[config.mk]
export PLATFORM = sky130hd
export DESIGN_NAME = nibble_line_encoder
export DESIGN_NICKNAME = d
export VERILOG_FILES = /design/src/rtl/nibble_line_pkg.sv /design/src/rtl/sym_mapper.sv /design/src/rtl/sym_shifter.sv /design/src/rtl/nrzi_driver.sv /design/src/rtl/nibble_line_encoder.sv
export SDC_FILE = /design/constraint.sdc
export NUM_CORES = 1
export LEC_CHECK = 0
export ABC_CLOCK_PERIOD_IN_PS = 1480
export BUFFER_PORTS_ARGS = -buffer_cell sky130_fd_sc_hd__buf_2
export CORE_AREA = 3 3 40 42
export DETAILED_ROUTE_END_ITERATION = 8
export DIE_AREA = 0 0 43 45
export GPL_ROUTABILITY_DRIVEN = 0
export PLACE_DENSITY = 0.49
export SLEW_MARGIN = 5
export SYNTH_ARGS = -nofsm -noshare
export SYNTH_HDL_FRONTEND = slang
export SYNTH_SLANG_ARGS = --single-unit
[constraint.sdc]
create_clock -name clk -period 1.48 [get_ports clk]
set_clock_uncertainty 0.15 [all_clocks]
set_input_delay 0.296 -clock clk [delete_from_list [all_inputs] [get_ports clk]]
set_output_delay 0.296 -clock clk [all_outputs]
set_load 0.05 [all_outputs]
[src/rtl/nibble_line_pkg.sv]
package nibble_line_pkg;

    localparam int SYM_W = 5;
    localparam int NIB_W = 4;

    typedef logic [SYM_W-1:0] sym_t;

    typedef struct packed {
        logic             esc;
        logic [NIB_W-1:0] nib;
    } nib_word_t;

    typedef enum logic [1:0] {
        SRC_DATA = 2'd0,
        SRC_ESC  = 2'd1,
        SRC_IDLE = 2'd2
    } sym_src_e;

    localparam sym_t ESC_SYM = 5'b00010;

    function automatic sym_t data_sym(input logic [NIB_W-1:0] n);
        sym_t s;
        case (n)
            4'h0: s = 5'b10101;
            4'h1: s = 5'b01001;
            4'h2: s = 5'b01010;
            4'h3: s = 5'b01011;
            4'h4: s = 5'b00111;
            4'h5: s = 5'b01101;
            4'h6: s = 5'b01110;
            4'h7: s = 5'b01111;
            4'h8: s = 5'b10010;
            4'h9: s = 5'b11001;
            4'hA: s = 5'b11010;
            4'hB: s = 5'b11011;
            4'hC: s = 5'b10111;
            4'hD: s = 5'b11101;
            4'hE: s = 5'b11110;
            default: s = 5'b11111;
        endcase
        return s;
    endfunction

endpackage

[src/rtl/sym_mapper.sv]
module sym_mapper
    import nibble_line_pkg::*;
#(
    parameter logic [NIB_W-1:0] IDLE_NIBBLE = '0
) (
    input  logic      valid,
    input  nib_word_t word,
    output sym_t      sym
);
    localparam sym_t IDLE_SYM = data_sym(IDLE_NIBBLE);

    sym_src_e src;

    always_comb begin
        if (!valid)        src = SRC_IDLE;
        else if (word.esc) src = SRC_ESC;
        else               src = SRC_DATA;
    end

    always_comb begin
        case (src)
            SRC_ESC:  sym = ESC_SYM;
            SRC_DATA: sym = data_sym(word.nib);
            default:  sym = IDLE_SYM;
        endcase
    end
endmodule

[src/rtl/sym_shifter.sv]
module sym_shifter
    import nibble_line_pkg::*;
(
    input  logic clk,
    input  logic rst,
    input  sym_t load_sym,
    input  sym_t reset_sym,
    output logic cur_bit,
    output logic last_bit
);
    localparam int CW = $clog2(SYM_W);
    localparam logic [CW-1:0] LAST_IDX = CW'(SYM_W - 1);

    sym_t          shreg;
    logic [CW-1:0] cnt;

    always_ff @(posedge clk) begin
        if (rst) begin
            shreg <= reset_sym;
            cnt   <= '0;
        end else if (cnt == LAST_IDX) begin
            shreg <= load_sym;
            cnt   <= '0;
        end else begin
            shreg <= {shreg[SYM_W-2:0], 1'b0};
            cnt   <= cnt + 1'b1;
        end
    end

    assign cur_bit  = shreg[SYM_W-1];
    assign last_bit = (cnt == LAST_IDX);
endmodule

[src/rtl/nrzi_driver.sv]
module nrzi_driver (
    input  logic clk,
    input  logic rst,
    input  logic bit_in,
    output logic line
);
    always_ff @(posedge clk) begin
        if (rst) line <= 1'b0;
        else     line <= line ^ bit_in;
    end
endmodule

[src/rtl/nibble_line_encoder.sv]
module nibble_line_encoder
    import nibble_line_pkg::*;
#(
    parameter logic [3:0] IDLE_NIBBLE = 4'h0
) (
    input  logic       clk,
    input  logic       rst,
    input  logic       in_valid,
    input  logic [3:0] in_nibble,
    input  logic       in_escape,
    output logic       in_ready,
    output logic       line_out
);
    localparam sym_t IDLE_SYM = data_sym(IDLE_NIBBLE);

    nib_word_t word;
    sym_t      next_sym;
    logic      cur_bit;

    assign word = '{esc: in_escape, nib: in_nibble};

    sym_mapper #(.IDLE_NIBBLE(IDLE_NIBBLE)) u_map (
        .valid (in_valid),
        .word  (word),
        .sym   (next_sym)
    );

    sym_shifter u_shf (
        .clk       (clk),
        .rst       (rst),
        .load_sym  (next_sym),
        .reset_sym (IDLE_SYM),
        .cur_bit   (cur_bit),
        .last_bit  (in_ready)
    );

    nrzi_driver u_nrz (
        .clk    (clk),
        .rst    (rst),
        .bit_in (cur_bit),
        .line   (line_out)
    );
endmodule

# Yosys cells after proc, flatten, opt, wreduce, memory -nomap -nowiden
# Memory sizes are Yosys's and may differ from the RTL's.
# Cells that the tools add are included.
totals:
  inputBits: 8
  rom_bits: 80
  word_cells: 14
  n_memories: 1
  regBits: 9
classes:
  reduce_logical: 2
  n_eq_ne: 2
  muxes: 4
  n_bitwise: 1
  add_sub_neg: 1
mem_list:
  columns: ["memory", "depth", "width", "read_ports", "rd_clocked_by_memory_dff", "wr", "line", "rtl"]
  rows:
  - ["(name not given)", 16, 5, 1, 0, 0, "nibble_line_pkg.sv:23", "case (n)"]
ops:
  columns: ["op", "count"]
  rows:
  - ["5-bit one-hot mux with 2 select lines", 1]
  - ["5-bit 2-to-1 mux", 1]
  - ["3-bit by 1-bit adder with 3-bit output (second input constant)", 1]
  - ["3-bit == test (second input constant)", 1]
  - ["2-bit by 1-bit == test with 1-bit output (second input constant)", 1]
  - ["2-bit zero test", 1]
  - ["2-bit 2-to-1 mux", 1]
  - ["2-bit OR reduction", 1]
  - ["1-bit 2-to-1 mux", 1]
  - ["1-bit XOR", 1]

# Logic depth before layout (Yosys ltp)
# Gate-level depths: netlist of the first run.
depth:
  depth_word: 5
  depth_mapped: 5
  ltp_nobuf: 5

# By module
# A second synthesis of the first run with hierarchy kept.
hier_totals:
  cells_unflattened: 58
  area_unflattened_um2: 511.7
by_module_without_submodules:
  columns: ["module", "seq_area_each_um2", "n_inst", "cells_per_inst", "area_per_inst_um2"]
  rows:
  - ["sym_shifter", 160.2, 1, 39, 382.9]
  - ["sym_mapper", 0.0, 1, 14, 88.8]
  - ["nrzi_driver", 20.0, 1, 3, 32.5]
  - ["nibble_line_encoder", 0.0, 1, 2, 7.5]

# Worst setup path before layout of the first run
# Ideal clock, no wire load.
synth_path:
  path_kind: "register to register"
  from: "register u_shf.cnt[0]"
  to: "register u_shf.shreg[4]"
  path_buffers: 0
  setup_time_ps: 122
  path_slack_ps: 23
  t_arrival_ps: 1186
  path_stages_with_launch: 6
  cell_sequence: "dfxtp_1 > inv_1 > ha_1 > and2_4 > or2_1 > o32a_1"
synth_between:
  elab_chain_len: 2
synth_lines:
  columns: ["item", "line", "rtl"]
  rows:
  - ["from (decl)", "sym_shifter.sv:15", "logic [CW-1:0] cnt;"]
  - ["from (signal assigned)", "sym_shifter.sv:26", "cnt <= cnt + 1'b1;"]
  - ["3-bit == test", null, null]
  - ["via in_ready", "nibble_line_encoder.sv:11", "output logic in_ready,"]
  - ["5-bit 2-to-1 mux", "sym_shifter.sv:21", "end else if (cnt == LAST_IDX) begin"]
  - ["to (signal assigned)", "sym_shifter.sv:19", "shreg <= reset_sym;"]
  - ["to (signal assigned)", "sym_shifter.sv:22", "shreg <= load_sym;"]
  - ["to (signal assigned)", "sym_shifter.sv:25", "shreg <= {shreg[SYM_W-2:0], 1'b0};"]
  - ["to (decl)", "sym_shifter.sv:14", "sym_t shreg;"]
# The timed path passes the listed nets, and every way through them passes these cells.
# A chain may end at the register's enable or synchronous reset.

# Final worst setup path of the first run
layout_path:
  from: "register u_shf.cnt[0]"
  to: "output in_ready"
layout_between:
  elab_chain_len: 1
layout_lines:
  columns: ["item", "line", "rtl"]
  rows:
  - ["3-bit == test", "sym_shifter.sv:31", "assign last_bit = (cnt == LAST_IDX);"]
  - ["to (decl)", "nibble_line_encoder.sv:11", null]
# No other way between the ends.

==> run summary, run 1 <==
* worst slack, placed: 0.0712 ns
* result of the run: complete, but fails checks
* Tcrit/Tclk final: 102%
* placeable core area: 0.00128 mm^2
* post-synthesis compound-gate area fraction: 14.9%
* Die Outline Area: 0.00194 mm^2
* growth of design area from synthesis to finish: 34.9%
* final-report setup violation count: 1
* total via count after detailed routing: 349
* Setup crit start kind: register
* Yosys cell types: 19
* count of TritonRoute iterations in the first routing pass: 2
* row count: 13
* HP Class: input port to register
* sequential power share: 47.3%
* number of violations reported at the end of detailed-routing iteration 0: 2
* via count of the first global-routing pass: 326
* highest clock frequency the design can meet: 662 MHz
* antenna viol nets, final: 0
* All-Layer GR Usage: 9.93%
* final hold slack: 0.0894 ns
* share of the synthesized netlist area taken by xor and xnor gates: 4.44%
* cell taking the most area after synthesis: dfxtp_1
* async set-or-reset flop fraction in the synthesized netlist: 0%
* overall power: 599 uW
* Slew Viols, Final: 0
* count of yosys warnings during synthesis: 0
* synth top area cells: dfxtp_1, nor2_1, ha_1
* flop and latch count out of synthesis: 9
* peak supply drop: 420 uV
* share of Yosys cell area claimed by the top area cell type: 45.7%
* violated checks: setup timing
* Syn Nets: 52
* combinational family with the most area after synthesis: simple AND/OR/NAND/NOR gates
* Leakage: 0.229 nW
* antenna violations before repair: 0
* Main synth FF type: dfxtp_1
* TritonCTS clock tree: built
* type of the setup path with the least slack: register to output port
* Worst EP arrival: 1.06 ns
* average footprint of a synthesized cell: 9.38 um^2
* required arrival time at the worst endpoint: 1.03 ns
* Critical Path End Type: output port
* adder-cell area share of the yosys netlist: 6.35%
* sequential cell area in the final layout: 183 um^2
* effective utilization at floorplan: 30.7%
* count of inserted antenna diode cells: 0
* number of buffer cells added on primary ports: 9
* # Max-Cap Violations: 0
* final critical delay including setup and external delays: 1.51 ns
* switching power share of the total: 27.4%
* CTS Sinks: 9
* multi-input gate area in the final layout: 211 um^2
* buffer depth of the longest clock path: 2
* post-synthesis instance total: 42
* mux contribution to synthesized area: 0%
* post-synthesis sequential area ratio: 45.7%
* switching power of the nets: 164 uW
* number of levels the H-tree was split into: 1
* number of buffers inserted during clock tree synthesis: 3
* nets: 69
* vias per inst: 4.78
* number of top-level design ports: 10
* unrepaired setup endpoints after global routing: true
* Remaining DRCs: 0
* first-pass GRT wire length: 1410 um
* die height: 45 um
* total congestion overflow after global routing: 0
* share of post-route cells with drive strength above 1: 37.9%
* basic-gate share of the synthesized area counting and, or, nand and nor cells: 24.8%
* worst path setup slack after routing: -0.0309 ns
* cell internal pwr: 435 uW
* clock transition at the register clock pins on the worst setup and hold paths after CTS: 0.06 ns
* total length of routed wires: 746 um
* clock network fraction of design power: 31.2%
* total count of hold-check failures in the final report: 0
* cell types with the highest counts after synthesis: dfxtp_1, nor2_1, inv_1
* most common cell in the netlist: dfxtp_1
* clock root buffer: clkbuf_4
* filler cell count: 130
* post-synthesis cell area: 394 um^2
* Clock Latency Late Sink: 0.26 ns
* Least-Margin Pin Slew: 0.300 ns
* Comb pwr share: 21.5%
* number of synthesized flops with an enable pin: 0
* pin count of the biggest net entering global routing: 8
* biggest fanout along the worst timing path: 3
* horizontal die dimension: 43 um
* power per cell area: 1130 mW/mm^2
* per-cell routed wire length: 10.2 um
* worst max-slew margin expressed relative to the limit: 79.8%
## cell usage in the layout, fill, tap and decap left out, types with 2 or more instances in the layout
| cell | n |
|---|---|
| buf_2 | 8 |
| nor2_1 | 7 |
| dfxtp_1 | 7 |
| clkbuf_4 | 3 |
| buf_4 | 3 |
| inv_2 | 2 |
| inv_1 | 2 |
| nand2_1 | 2 |
| o21ai_0 | 2 |
| xnor2_1 | 2 |
| nor4_1 | 2 |
| o32a_1 | 2 |
| dfxtp_2 | 2 |
## logic make-up (layout without fill, tap and decap cells)
family | count (synthesis) | after routing
AO/OA/AOI/OAI | 8 | 8
XOR/XNOR | 2 | 2
adder cells (fa/ha/maj) | 2 | 2
buffers and inverters | 4 | 20
flip-flops | 9 | 9
AND/OR/NAND/NOR | 17 | 17
## per-stage QoR
stage	cell area (um^2)	utilization (%)	setup TNS (ns)	cells
final	532	41.4	-0.0309	73
after global routing	532	41.4	-0.107	73
after CTS	524	40.8	-0.0388	72
after detailed placement	465	36.2	0	67
after global placement	465	36.2	0	67
after floorplan	394	-	0	42
## layer usage
layer  share of wire (%)  wire [um]  up-vias  global-route usage, %
li1                    -          -      179                      -
met1                  49        363      159                   12.1
met2                  42        312        9                   14.7
met3                 8.2         61        2                   5.58
met4                 1.1          8        0                   3.61
met5                   0          0        -                      0
## registers in the layout, indices dropped and copies added, names as in the netlist
signal / cells
u_shf.shreg: 5
u_shf.cnt: 3
u_nrz.line: 1
## timing repair
action / 4_1_cts / 5_1_grt
endpoints found under the setup margin: 1 / 3
buffers inserted: 1 / 1
gates resized for setup: 9 / 0
pin swaps: 1 / 2
hold buffers: 0 / 0
## power by group through the flow
| stage | clock network, mW | registers, mW | logic (mW) |
|---|---|---|---|
| CTS | 0.199 | 0.284 | 0.121 |
| finish | 0.187 | 0.283 | 0.129 |
| global route | 0.213 | 0.286 | 0.145 |
| detailed placement | 0 | 0.287 | 0.108 |
| global placement | 0 | 0.287 | 0.111 |
| floorplan | 0 | 0.302 | 0.0566 |
## cell type report
class,instances,area share (%)
clock buffers,4,4.94
inverters,4,2.82
multi-input cells,29,39.8
flip-flops and latches,9,34.4
well taps,15,3.53
repair buffers,12,14.6
## worst paths after layout
kind	startpoint	endpoint	slack [ns]	cells past startpoint
setup / recovery	u_shf.cnt[0]	in_ready	-0.03	4
hold / removal	rst	u_nrz.line	0.09	2
setup reg to reg	u_shf.cnt[0]	u_shf.shreg[4]	0.02	6
hold reg to reg	u_shf.shreg[2]	u_shf.shreg[3]	0.29	2
## worst max-delay path, cell delays in order (launching register included)
cell	delay, ns
dfxtp_2	0.33
inv_2	0.04
ha_4	0.15
and2_4	0.14
buf_8	0.14
Note: power is estimated with default switching activity, not from simulation.
==> inputs of run 2 (changes only) <==
==> constraint.sdc (replaced) <==
create_clock -name clk -period 1.48 [get_ports clk]
set_clock_uncertainty 0.15 [all_clocks]
set_input_delay 0.296 -clock clk [delete_from_list [all_inputs] [get_ports clk]]
set_output_delay 0.296 -clock clk [all_outputs]
set_load 0.005 [all_outputs]
==> run 2 against run 1 <==
  * The flow now finishes without violations
  * Critical path depth unchanged
  * Sequential share of layout area increased by 0.24 points
  * Register-to-register slack about the same
  * Final cell count stayed put
  * Fmax rose by 2.8%
  * Count of clock-buffer cells in the layout unchanged
  * Clock power is essentially flat
  * Total power shrank 3.7%
  * Hold slack about the same
  * Sequential power hardly changed
  * Setup slack improved by 0.041 ns
  * Critical path type unchanged
  * Critical endpoint unchanged
  * Largest power group unchanged
==> run summary, run 2 (synthesized netlist as in run 1, its figures left out) <==
* nets: 69
* overall power: 577 uW
* final hold slack: 0.0894 ns
* leading cell type in the layout, fill and taps excluded: buf_2
* CTS hold repair buffers: 0
* routing usage on met1: 12.1%
* Slew Viols, Final: 0
* final-report setup violation count: 0
* peak supply drop: 420 uV
* type of the setup path with the least slack: register to output port
* growth of design area from synthesis to finish: 34.0%
* cell type group with the largest total delay on the critical path: flip-flops
* required arrival time at the worst endpoint: 1.03 ns
* All-Layer GR Usage: 10.0%
* Worst EP arrival: 1.02 ns
* critical path depth: 4
* clock network fraction of design power: 32.4%
* slowest stage delay, CP: 0.33 ns
* Remaining DRCs: 0
* antenna violations before repair: 0
* effective utilization at floorplan: 30.7%
* cell with the biggest individual delay on the critical path: dfxtp_2
* worst path cell trace: inv_2 -> ha_4 -> and2_4 -> buf_6
* Setup crit start kind: register
* clock root buffer: clkbuf_4
* most heavily used metal layer in global routing: met2
* register bank with the most flops: u_shf.shreg
* result of the run: completed
* number of levels the H-tree was split into: 1
* number of violations reported at the end of detailed-routing iteration 0: 2
* Critical path origin: u_shf.cnt[0]
* buffer depth of the longest clock path: 2
* filler cell count: 132
* # Max-Cap Violations: 0
* GR Util met2: 14.7%
* placeable core area: 0.00128 mm^2
* total negative setup slack: 0 ns
* count of inserted antenna diode cells: 0
* met3 routing resource usage after global routing: 5.98%
* TritonCTS clock tree: built
* Leakage: 0.227 nW
* cell internal pwr: 433 uW
* per-cell routed wire length: 10.2 um
* total congestion overflow after global routing: 0
* leading cell types in the layout, fill and taps excluded: buf_2, nor2_1, dfxtp_1, clkbuf_4, buf_4
* share of post-route cells with drive strength above 1: 37.9%
* core utilization of the finished layout: 41.1%
* Top Registers: u_shf.shreg: 5 flops, u_shf.cnt: 3 flops, u_nrz.line: 1 flops
* worst max-slew margin expressed relative to the limit: 79.8%
* Placed Cells incl. Taps: 67
* CTS Sinks: 9
* worst r2r dst: u_shf.shreg[4]
* power per cell area: 1090 mW/mm^2
* total length of routed wires: 747 um
* vias per inst: 4.78
* max reg flops: 5
* number of buffers and inverters on the critical path: 2
* count of TritonRoute iterations in the first routing pass: 2
* clock transition at the register clock pins on the worst setup and hold paths after CTS: 0.06 ns
* final critical delay including setup and external delays: 1.47 ns
* HP Class: input port to register
* switching power of the nets: 144 uW
* unrepaired setup endpoints after global routing: true
* die height: 45 um
* Die Outline Area: 0.00194 mm^2
* Tcrit/Tclk final: 99.3%
* FF-to-FF Start: u_shf.cnt[0]
* switching power share of the total: 24.9%
* Comb pwr share: 18.5%
* setup slack of the most critical reg-to-reg path: 0.03 ns
* number of buffer cells added on primary ports: 9
* number of cell instances on the worst register-to-register path: 6
* biggest fanout along the worst timing path: 3
* pin count of the biggest net entering global routing: 8
* Critical Path End Type: output port
* total count of hold-check failures in the final report: 0
* total via count after detailed routing: 349
* via count of the first global-routing pass: 329
* number of buffers inserted during clock tree synthesis: 3
* number of top-level design ports: 10
* horizontal die dimension: 43 um
* Least-Margin Pin Slew: 0.300 ns
* first-pass GRT wire length: 1430 um
* row count: 13
* Clock Latency Late Sink: 0.26 ns
* sequential power share: 49.1%
* antenna viol nets, final: 0
* highest clock frequency the design can meet: 680 MHz
* Layout Cells excl Fill: 73
* capturing element of the worst setup path: in_ready
## run 2: changes by cell type in the layout (fill, tap and decap cells not counted)
cell | previous run | this run
buf_6 | 0 | 1
buf_8 | 1 | 0
## run 2: how the worst min path moves through the flow
stage | from | slack (ns) | to | cells past startpoint
2_1_floorplan | rst | 0.22 | u_nrz.line | 1
3_3_place_gp | u_shf.shreg[0] | 0.27 | u_shf.shreg[1] | 2
3_5_place_dp | u_shf.shreg[2] | 0.28 | u_shf.shreg[3] | 2
4_1_cts | rst | 0.07 | u_nrz.line | 2
5_1_grt | rst | 0.09 | u_nrz.line | 2
6_report | rst | 0.09 | u_nrz.line | 2
## run 2: repair_timing
action / CTS / global route
gates cloned: 0 / 0
endpoints found under the setup margin: 1 / 3
gates resized for setup: 7 / 0
buffers inserted: 1 / 1
pin swaps: 1 / 2
## run 2: worst reg2reg max path: cells and delay by family (launching register included)
family / cells / cell delay, ns
AND/OR/NAND/NOR: 2 / 0.22
adder cells (fa/ha/maj): 1 / 0.13
AO/OA/AOI/OAI: 1 / 0.34
buffers and inverters: 2 / 0.17
flip-flops: 1 / 0.32
## run 2: metal layers
layer	vias up	routed length, um
met5	-	0
met4	0	8
met3	2	62
met2	9	312
met1	159	363
li1	179	-
## run 2: through the flow
step	area [um^2]	worst slack, ns
3_3_place_gp	465	0.0713
3_5_place_dp	465	0.0712
2_1_floorplan	394	0.0904
4_1_cts	520	0.00193
6_report	528	0.0101
5_1_grt	528	-0.0382
## run 2: area by class of cell
type	count	area (um^2)	share of cell area [%]
clock buffers	4	26.3	4.98
inverters	4	15.0	2.84
multi-input cells	29	211	40.0
flip-flops and latches	9	183	34.6
well taps	15	18.8	3.55
repair buffers	12	73.8	14.0
## run 2: power groups by stage
stage | Clock [mW] | Sequential, mW | Combinational, mW
6_report | 0.187 | 0.283 | 0.107
3_5_place_dp | 0 | 0.287 | 0.0873
5_1_grt | 0.213 | 0.286 | 0.123
3_3_place_gp | 0 | 0.287 | 0.0909
2_1_floorplan | 0 | 0.286 | 0.0518
4_1_cts | 0.199 | 0.284 | 0.0993
